File: src/rtl/usbw_cfg_pkg.sv
package usbw_cfg_pkg;
   localparam int REG_W     = 32;
   localparam int NUM_FLAGS = 4;    // 0 endian, 1 coherency, 2 bus master, 3 error response
   localparam int EVT_W     = 2;    // 1 host error, 0 unmapped access

   localparam logic [7:0] OFS_BYPASS = 8'h30;
   localparam logic [7:0] OFS_PORT   = 8'h34;
   localparam logic [7:0] OFS_FRAME  = 8'h38;
   localparam logic [7:0] OFS_ENDIAN = 8'h40;
   localparam logic [7:0] OFS_COHER  = 8'h44;
   localparam logic [7:0] OFS_MASTER = 8'h48;
   localparam logic [7:0] OFS_RSPCTL = 8'h60;
   localparam logic [7:0] OFS_EVSTAT = 8'h64;
   localparam logic [7:0] OFS_EVMASK = 8'h68;
   localparam logic [7:0] OFS_EVON   = 8'h6C;
   localparam logic [7:0] OFS_EVOFF  = 8'h70;

   typedef struct packed {
      logic                 bypass;
      logic                 port;
      logic                 frame;
      logic [NUM_FLAGS-1:0] flag;
      logic                 evstat;
      logic                 evmask;
      logic                 evon;
      logic                 evoff;
   } reg_hit_t;

   function automatic logic [7:0] flag_ofs(input int idx);
      case (idx)
         0:       return OFS_ENDIAN;
         1:       return OFS_COHER;
         2:       return OFS_MASTER;
         default: return OFS_RSPCTL;
      endcase
   endfunction
endpackage

File: src/rtl/usbw_addr_dec.sv
module usbw_addr_dec
   import usbw_cfg_pkg::*;
#(
   parameter int ADDR_W = 8
) (
   input  logic [ADDR_W-1:0] addr,
   output reg_hit_t          hit,
   output logic              unmapped
);
   logic                 hi_zero;
   logic [7:0]           lo;
   logic [NUM_FLAGS-1:0] flag_hit;

   assign lo = addr[7:0];

   if (ADDR_W > 8) begin : g_wide
      assign hi_zero = ~|addr[ADDR_W-1:8];
   end else begin : g_narrow
      assign hi_zero = 1'b1;
   end

   for (genvar i = 0; i < NUM_FLAGS; i++) begin : g_flag
      assign flag_hit[i] = hi_zero && (lo == flag_ofs(i));
   end

   always_comb begin
      hit.bypass = hi_zero && (lo == OFS_BYPASS);
      hit.port   = hi_zero && (lo == OFS_PORT);
      hit.frame  = hi_zero && (lo == OFS_FRAME);
      hit.flag   = flag_hit;
      hit.evstat = hi_zero && (lo == OFS_EVSTAT);
      hit.evmask = hi_zero && (lo == OFS_EVMASK);
      hit.evon   = hi_zero && (lo == OFS_EVON);
      hit.evoff  = hi_zero && (lo == OFS_EVOFF);
      unmapped   = !(hit.bypass || hit.port || hit.frame || (|flag_hit) ||
                     hit.evstat || hit.evmask || hit.evon || hit.evoff);
   end
endmodule

File: src/rtl/usbw_cfg_bank.sv
module usbw_cfg_bank
   import usbw_cfg_pkg::*;
#(
   parameter int                   FILTER_W  = 4,
   parameter int                   PORT_W    = 5,
   parameter int                   FLADJ_W   = 6,
   parameter int                   DIN_W     = 6,
   parameter logic [FLADJ_W-1:0]   FLADJ_RST = 6'h20,
   parameter logic [NUM_FLAGS-1:0] FLAG_RST  = 4'b0100
) (
   input  logic                 clk,
   input  logic                 rst_n,
   input  logic                 wr,
   input  logic                 hit_bypass,
   input  logic                 hit_port,
   input  logic                 hit_frame,
   input  logic [NUM_FLAGS-1:0] hit_flag,
   input  logic [DIN_W-1:0]     wdata,
   output logic [FILTER_W-1:0]  bypass,
   output logic [PORT_W-1:0]    port,
   output logic [FLADJ_W-1:0]   frame,
   output logic [NUM_FLAGS-1:0] flags,
   output logic [REG_W-1:0]     rdata
);
   always_ff @(posedge clk or negedge rst_n) begin
      if (!rst_n) begin
         bypass <= '0;
         port   <= '0;
         frame  <= FLADJ_RST;
      end else if (wr) begin
         if (hit_bypass) bypass <= wdata[FILTER_W-1:0];
         if (hit_port)   port   <= wdata[PORT_W-1:0];
         if (hit_frame)  frame  <= wdata[FLADJ_W-1:0];
      end
   end

   for (genvar i = 0; i < NUM_FLAGS; i++) begin : g_flag
      always_ff @(posedge clk or negedge rst_n) begin
         if (!rst_n)                flags[i] <= FLAG_RST[i];
         else if (wr && hit_flag[i]) flags[i] <= wdata[0];
      end
   end

   always_comb begin
      rdata = '0;
      if (hit_bypass) rdata[FILTER_W-1:0] = bypass;
      if (hit_port)   rdata[PORT_W-1:0]   = port;
      if (hit_frame)  rdata[FLADJ_W-1:0]  = frame;
      for (int i = 0; i < NUM_FLAGS; i++)
         if (hit_flag[i]) rdata[0] = flags[i];
   end

   // frame adjust changes only through its own write
   p_frame_hold_r2: assert property (@(posedge clk) disable iff (!rst_n)
      !(wr && hit_frame) |=> $stable(frame));
   // flag register takes bit 0 of the written word
   p_flag_load_r2: assert property (@(posedge clk) disable iff (!rst_n)
      (wr && hit_flag[2]) |=> (flags[2] == $past(wdata[0])));
endmodule

File: src/rtl/usbw_irq_unit.sv
module usbw_irq_unit
   import usbw_cfg_pkg::*;
#(
   parameter logic [EVT_W-1:0] MASK_RST = 2'b11
) (
   input  logic             clk,
   input  logic             rst_n,
   input  logic             wr,
   input  logic             hit_stat,
   input  logic             hit_mask,
   input  logic             hit_on,
   input  logic             hit_off,
   input  logic [EVT_W-1:0] wdata,
   input  logic             host_err_in,
   input  logic             unmapped_evt,
   output logic             irq,
   output logic [REG_W-1:0] rdata
);
   logic [EVT_W-1:0] stat, mask, set_v, clr_v;
   logic             host_q;

   assign set_v = {host_err_in & ~host_q, unmapped_evt};
   assign clr_v = (wr && hit_stat) ? wdata : '0;

   always_ff @(posedge clk or negedge rst_n) begin
      if (!rst_n) begin
         host_q <= 1'b0;
         stat   <= '0;
         mask   <= MASK_RST;
      end else begin
         host_q <= host_err_in;
         stat   <= (stat & ~clr_v) | set_v;
         if (wr && hit_on)       mask <= mask & ~wdata;
         else if (wr && hit_off) mask <= mask | wdata;
      end
   end

   assign irq = |(stat & ~mask);

   always_comb begin
      rdata = '0;
      if (hit_stat) rdata[EVT_W-1:0] = stat;
      if (hit_mask) rdata[EVT_W-1:0] = mask;
   end

   // a 1 written to a bit with no coincident event clears it
   p_w1c_r4: assert property (@(posedge clk) disable iff (!rst_n)
      (wr && hit_stat) |=> ((stat & $past(wdata & ~set_v)) == '0));
   // an event always lands
   p_set_wins_r12: assert property (@(posedge clk) disable iff (!rst_n)
      set_v[1] |=> stat[1]);
   // an unmapped access records bit 0
   p_unmapped_flag_r10: assert property (@(posedge clk) disable iff (!rst_n)
      unmapped_evt |=> stat[0]);
   // the mask moves only through the enable and disable registers
   p_mask_hold_r5: assert property (@(posedge clk) disable iff (!rst_n)
      !(wr && (hit_on || hit_off)) |=> $stable(mask));

   p_mask_on_r6: assert property (@(posedge clk) disable iff (!rst_n)
      (wr && hit_on) |=> ((mask & $past(wdata)) == '0));

   p_mask_off_r7: assert property (@(posedge clk) disable iff (!rst_n)
      (wr && hit_off) |=> ((mask & $past(wdata)) == $past(wdata)));
endmodule

File: src/rtl/usbw_ctrl_regfile.sv
module usbw_ctrl_regfile
   import usbw_cfg_pkg::*;
#(
   parameter int                 ADDR_W    = 8,
   parameter int                 FILTER_W  = 4,
   parameter int                 PORT_W    = 5,
   parameter int                 FLADJ_W   = 6,
   parameter logic [FLADJ_W-1:0] FLADJ_RST = 6'h20,
   parameter logic               BME_RST   = 1'b1,
   parameter logic [EVT_W-1:0]   MASK_RST  = 2'b11
) (
   input  logic                clk,
   input  logic                rst_n,
   input  logic                bus_sel,
   input  logic                bus_wr,
   input  logic [ADDR_W-1:0]   bus_addr,
   input  logic [REG_W-1:0]    bus_wdata,
   output logic [REG_W-1:0]    bus_rdata,
   output logic                bus_err,
   input  logic                host_err_in,
   output logic [FILTER_W-1:0] filt_bypass,
   output logic [PORT_W-1:0]   port_opts,
   output logic [FLADJ_W-1:0]  frame_adj,
   output logic                big_endian,
   output logic                coherent,
   output logic                bus_master_en,
   output logic                irq
);
   localparam int MAX_FP = (FILTER_W > PORT_W) ? FILTER_W : PORT_W;
   localparam int DIN_W  = (MAX_FP > FLADJ_W) ? MAX_FP : FLADJ_W;
   localparam logic [NUM_FLAGS-1:0] FLAG_RST = {1'b0, BME_RST, 2'b00};

   if (ADDR_W < 8 || ADDR_W > 32) begin : g_bad_addr
      $error("ADDR_W must lie in 8..32");
   end
   if (FILTER_W < 1 || PORT_W < 1 || FLADJ_W < EVT_W || DIN_W > 16) begin : g_bad_width
      $error("field widths must lie in 1..16, frame adjust at least 2");
   end

   reg_hit_t             hit;
   logic                 unmapped, wr, access_bad;
   logic [NUM_FLAGS-1:0] flags;
   logic [REG_W-1:0]     cfg_rd, evt_rd;
   logic                 unused_wdata_hi;

   assign wr              = bus_sel && bus_wr;
   assign access_bad      = bus_sel && unmapped;
   assign unused_wdata_hi = ^bus_wdata[REG_W-1:DIN_W];

   usbw_addr_dec #(.ADDR_W(ADDR_W)) u_dec (
      .addr(bus_addr), .hit(hit), .unmapped(unmapped)
   );

   usbw_cfg_bank #(
      .FILTER_W(FILTER_W), .PORT_W(PORT_W), .FLADJ_W(FLADJ_W),
      .DIN_W(DIN_W), .FLADJ_RST(FLADJ_RST), .FLAG_RST(FLAG_RST)
   ) u_cfg (
      .clk(clk), .rst_n(rst_n), .wr(wr),
      .hit_bypass(hit.bypass), .hit_port(hit.port), .hit_frame(hit.frame),
      .hit_flag(hit.flag), .wdata(bus_wdata[DIN_W-1:0]),
      .bypass(filt_bypass), .port(port_opts), .frame(frame_adj),
      .flags(flags), .rdata(cfg_rd)
   );

   usbw_irq_unit #(.MASK_RST(MASK_RST)) u_irq (
      .clk(clk), .rst_n(rst_n), .wr(wr),
      .hit_stat(hit.evstat), .hit_mask(hit.evmask),
      .hit_on(hit.evon), .hit_off(hit.evoff),
      .wdata(bus_wdata[EVT_W-1:0]), .host_err_in(host_err_in),
      .unmapped_evt(access_bad), .irq(irq), .rdata(evt_rd)
   );

   assign big_endian    = flags[0];
   assign coherent      = flags[1];
   assign bus_master_en = flags[2];
   assign bus_err       = access_bad && flags[3];
   assign bus_rdata     = bus_sel ? (cfg_rd | evt_rd) : '0;

   // an unmapped read returns zero
   p_unmapped_zero_r10: assert property (@(posedge clk) disable iff (!rst_n)
      (bus_sel && !bus_wr && unmapped) |-> (bus_rdata == '0));
   // an error response never carries data
   p_err_no_data_r11: assert property (@(posedge clk) disable iff (!rst_n)
      bus_err |-> (bus_rdata == '0));
endmodule

File: config.mk
export PLATFORM = sky130hd
export DESIGN_NAME = usbw_ctrl_regfile
export DESIGN_NICKNAME = d
export VERILOG_FILES = /design/src/rtl/usbw_cfg_pkg.sv /design/src/rtl/usbw_addr_dec.sv /design/src/rtl/usbw_cfg_bank.sv /design/src/rtl/usbw_irq_unit.sv /design/src/rtl/usbw_ctrl_regfile.sv
export SDC_FILE = /design/constraint.sdc
export NUM_CORES = 1
export LEC_CHECK = 0
export BUFFER_PORTS_ARGS = -buffer_cell sky130_fd_sc_hd__clkbuf_2
export CAP_MARGIN = 0
export CORE_MARGIN = 4
export CORE_UTILIZATION = 47
export DETAILED_ROUTE_END_ITERATION = 7
export PLACE_DENSITY_LB_ADDON = 0.12
export SYNTH_ARGS = -nofsm -noshare
export SYNTH_HDL_FRONTEND = slang
export SYNTH_SLANG_ARGS = --single-unit
File: constraint.sdc
create_clock -name clk -period 3.3 [get_ports clk]
set_clock_uncertainty 0.15 [all_clocks]
set_input_delay 0.165 -clock clk [delete_from_list [all_inputs] [get_ports clk]]
set_output_delay 0.165 -clock clk [all_outputs]
set_load 0.005 [all_outputs]
==> impl_metrics.ini <==
[status]
outcome = finished, final reports clean

[worst_setup_path]
critPathRequiredTime_ns = 2.98
cell_depth_of_the_worst_setup_path = 6
critical_path.endpoint_type = primary output
r2r_setup_slack_ns = 2.27
critical_path_peak_fanout = 14
criticalPathCategory = primary input to primary output
critPathArrivalTime_ns = 1.60
worstPathBufferInverterCount = 2
cpPeakStageDelay_ns = 0.51
critical-path-top-cell-by-count = clkbuf_2
timing.critical_path.cells = clkbuf_2 > or3_4 > a211oi_1 > a2111oi_2 > and3b_1 > clkbuf_2
start_kind = primary input
worst_path_max_delay_cell = or3_4
critical-path-top-delay-family = simple AND/OR/NAND/NOR gates
r2r_cells = 2

[timing]
setup_slack_ns = 1.389
maxClockFrequency_ghz = 0.5232
post_route_fraction_of_the_period_consumed_by_the_critical_path_pct = 57.91
setup-violations-final = 0
hold_slack_ns = 0.04080
minimum_clock_period_ns = 1.911
drv_slew = 0
worst_pin_slew_ns = 0.5706
slew_headroom_pct = 61.96
rsz0062_at_grt = false
endpoints_failing_hold = 0
setup_total_negative_slack_ns = 0

[detailed_routing]
antenna_left = 0
vias = 1295
number_of_iterations_in_the_first_detailed_routing_pass = 4
drt-initial-drc-count = 43
vias_per_cell = 5.039
totalWireLength_um = 3641
drc_errors = 0
post_drt_wl_per_cell_um = 14.17

[layout]
layout_cell_share_with_drive_strength_beyond_1_pct = 38.39
areaGrowthSynthToFinish_pct = 15.69
antenna_cells_inserted = 0
post-route-cell-area_um2 = 1919
nNetsFinal = 257
n_fill_cell = 311
area_taken_by_multi_input_logic_gates_um2 = 894.6
sequential_cell_area_um2 = 605.6

[grt]
grt_antenna_before_repair = 0
grt_first_pass_wirelength_um = 5809
global_route.usage.total_pct = 17.02
via_count_of_the_first_global_routing_pass = 1211
grt_max_degree = 25
grt-ovfl-total = 0

[hold_path]
min_delay_path_depth = 2
hold_path_end = u_cfg.port[0]$_DFFE_PN0P_
worstHoldPathType = primary input to flop
timing.hold.worst.start = bus_wdata[0]

[clock_tree]
cts_max_level = 1
clk_pin_slew_ns = 0.13
tritoncts = yes
numClockSinks = 24
clockBufferDepth = 2
worst_skew_pair.late_latency_ns = 0.30
cts_setup_buffers = 0
clockRootBuffer = clkbuf_4
cts-buffers-inserted = 3

[pwr]
power.ir.vdd_worst_v = 0.0002581
static-leakage-power_nw = 0.9636
power.density_cell_area_nw_per_um2 = 314.8

[placed_design]
detailedPlace.worstSlack_ns = 1.207
post-dp-hpwl_um = 2850
routability_congestion = 0.8184
portBuffers = 44
place_area_um2 = 1797

[yosys]
syn-instance-count = 163
synth_sequential_area_ratio_pct = 36.50
synth_enable_flop_cells = 0
synth.lib_cells_used.distinct = 42
synth-seq-cells = 24
synth.most_common_cell = buf_4
avgSynthCellArea_um2 = 10.18
cells_taking_the_most_area_after_synthesis = dfrtp_1 (30%), buf_4 (13%), mux2_2 (9.5%)
postSynth.asyncResetShare_pct = 100.0
synth.cell_area_um2 = 1659
yosys.area.top_type_share_pct = 30.17
yosys_most_used_dff = dfrtp_1
post-synth-top-area-cell = dfrtp_1
synth.cells.most_frequent = buf_4 (28), dfrtp_1 (20), mux2_2 (14)
ys_warnings = 0

[floorplanning]
placement_rows = 21
effective_utilization_at_floorplan_pct = 49.33
ios = 97
floorplan.die.height_um = 67.42
fp.dieArea_um2 = 4545
fp.coreArea_um2 = 3363
die-width_um = 67.42

[job]
max_cap_violations = 0
metrics by stage:
step	power, W	utilization [%]	std cells
2_1_floorplan	0.0003800	-	188
3_3_place_gp	0.0003931	53.42	246
3_5_place_dp	0.0003950	53.42	246
4_1_cts	0.0006122	57.07	257
5_1_grt	0.0006375	57.07	257
6_report	0.0006042	57.07	257
how the worst max path moves through the flow:
stage                                    start                    endpoint
floorplan                          bus_addr[3]   u_cfg.port[0]$_DFFE_PN0P_
global placement                   bus_addr[3]  u_cfg.frame[2]$_DFFE_PN0P_
detailed placement                 bus_addr[2]  u_cfg.frame[1]$_DFFE_PN0P_
CTS                                bus_addr[3]                     bus_err
global route        u_cfg.flags[2]$_DFFE_PN1P_                bus_rdata[0]
finish                             bus_addr[3]                     bus_err
flip-flops by register name, summed over array words and instances (netlist names), named ones only:
register      count
u_cfg.frame       6
u_cfg.port        5
u_cfg.bypass      4
u_cfg.flags       4
u_irq.stat        2
u_irq.host_q      1
where the power goes:
part           total (W)  switching [W]  internal [W]
logic          0.0000872      0.0000509     0.0000363
registers       0.000309     0.00000590      0.000303
clock network   0.000208      0.0000854      0.000123
total           0.000604       0.000142      0.000462
layout by cell type, fill, tap and decap left out, drive strengths merged, types with 2 or more instances in the layout:
master	count
nor3b	2
and3	6
o21ai	4
and2	2
mux2i	3
conb	26
and4bb	2
nor4b	2
nand3	6
o2bb2ai	2
inv	5
a21oi	6
nor2	11
nor3	3
clkbuf	47
dfstp	4
dfrtp	20
nand3b	4
o22ai	3
or2	2
nand2	8
mux2	19
a41oi	2
dlygate4sd3	7
nand2b	2
a32oi	2
per-layer routing:
metal  routed length [µm]  global-route usage [%]  share of wire (%)
met3                  201                   3.661                5.5
met4                   13                   3.038               0.36
met2                 1828                   29.20                 50
met5                    0                       0                  0
met1                 1598                   22.23                 44
logic make-up (layout without fill, tap and decap cells):
group,Yosys count,count (layout),share of synthesized area (%)
buffers and inverters,37,60,15.23
AND/OR/NAND/NOR,54,54,21.64
other,1,26,0.2260
multiplexers,22,22,15.84
AO/OA/AOI/OAI,25,25,10.56
flip-flops,24,24,36.50
final cells by class:
class / count / share of cell area [%]
clock inverters: 1 / 1.565
inverters: 5 / 0.9778
multi-input cells: 127 / 46.61
repair buffers: 51 / 15.12
flip-flops and latches: 24 / 31.55
well taps: 46 / 2.999
clock buffers: 3 / 1.173
timing repair:
action                    4_1_cts  5_1_grt
resized for setup               0        0
hold endpoints to repair       34        0
hold buffers                    7        0
Note: power is estimated with default switching activity, not from simulation.
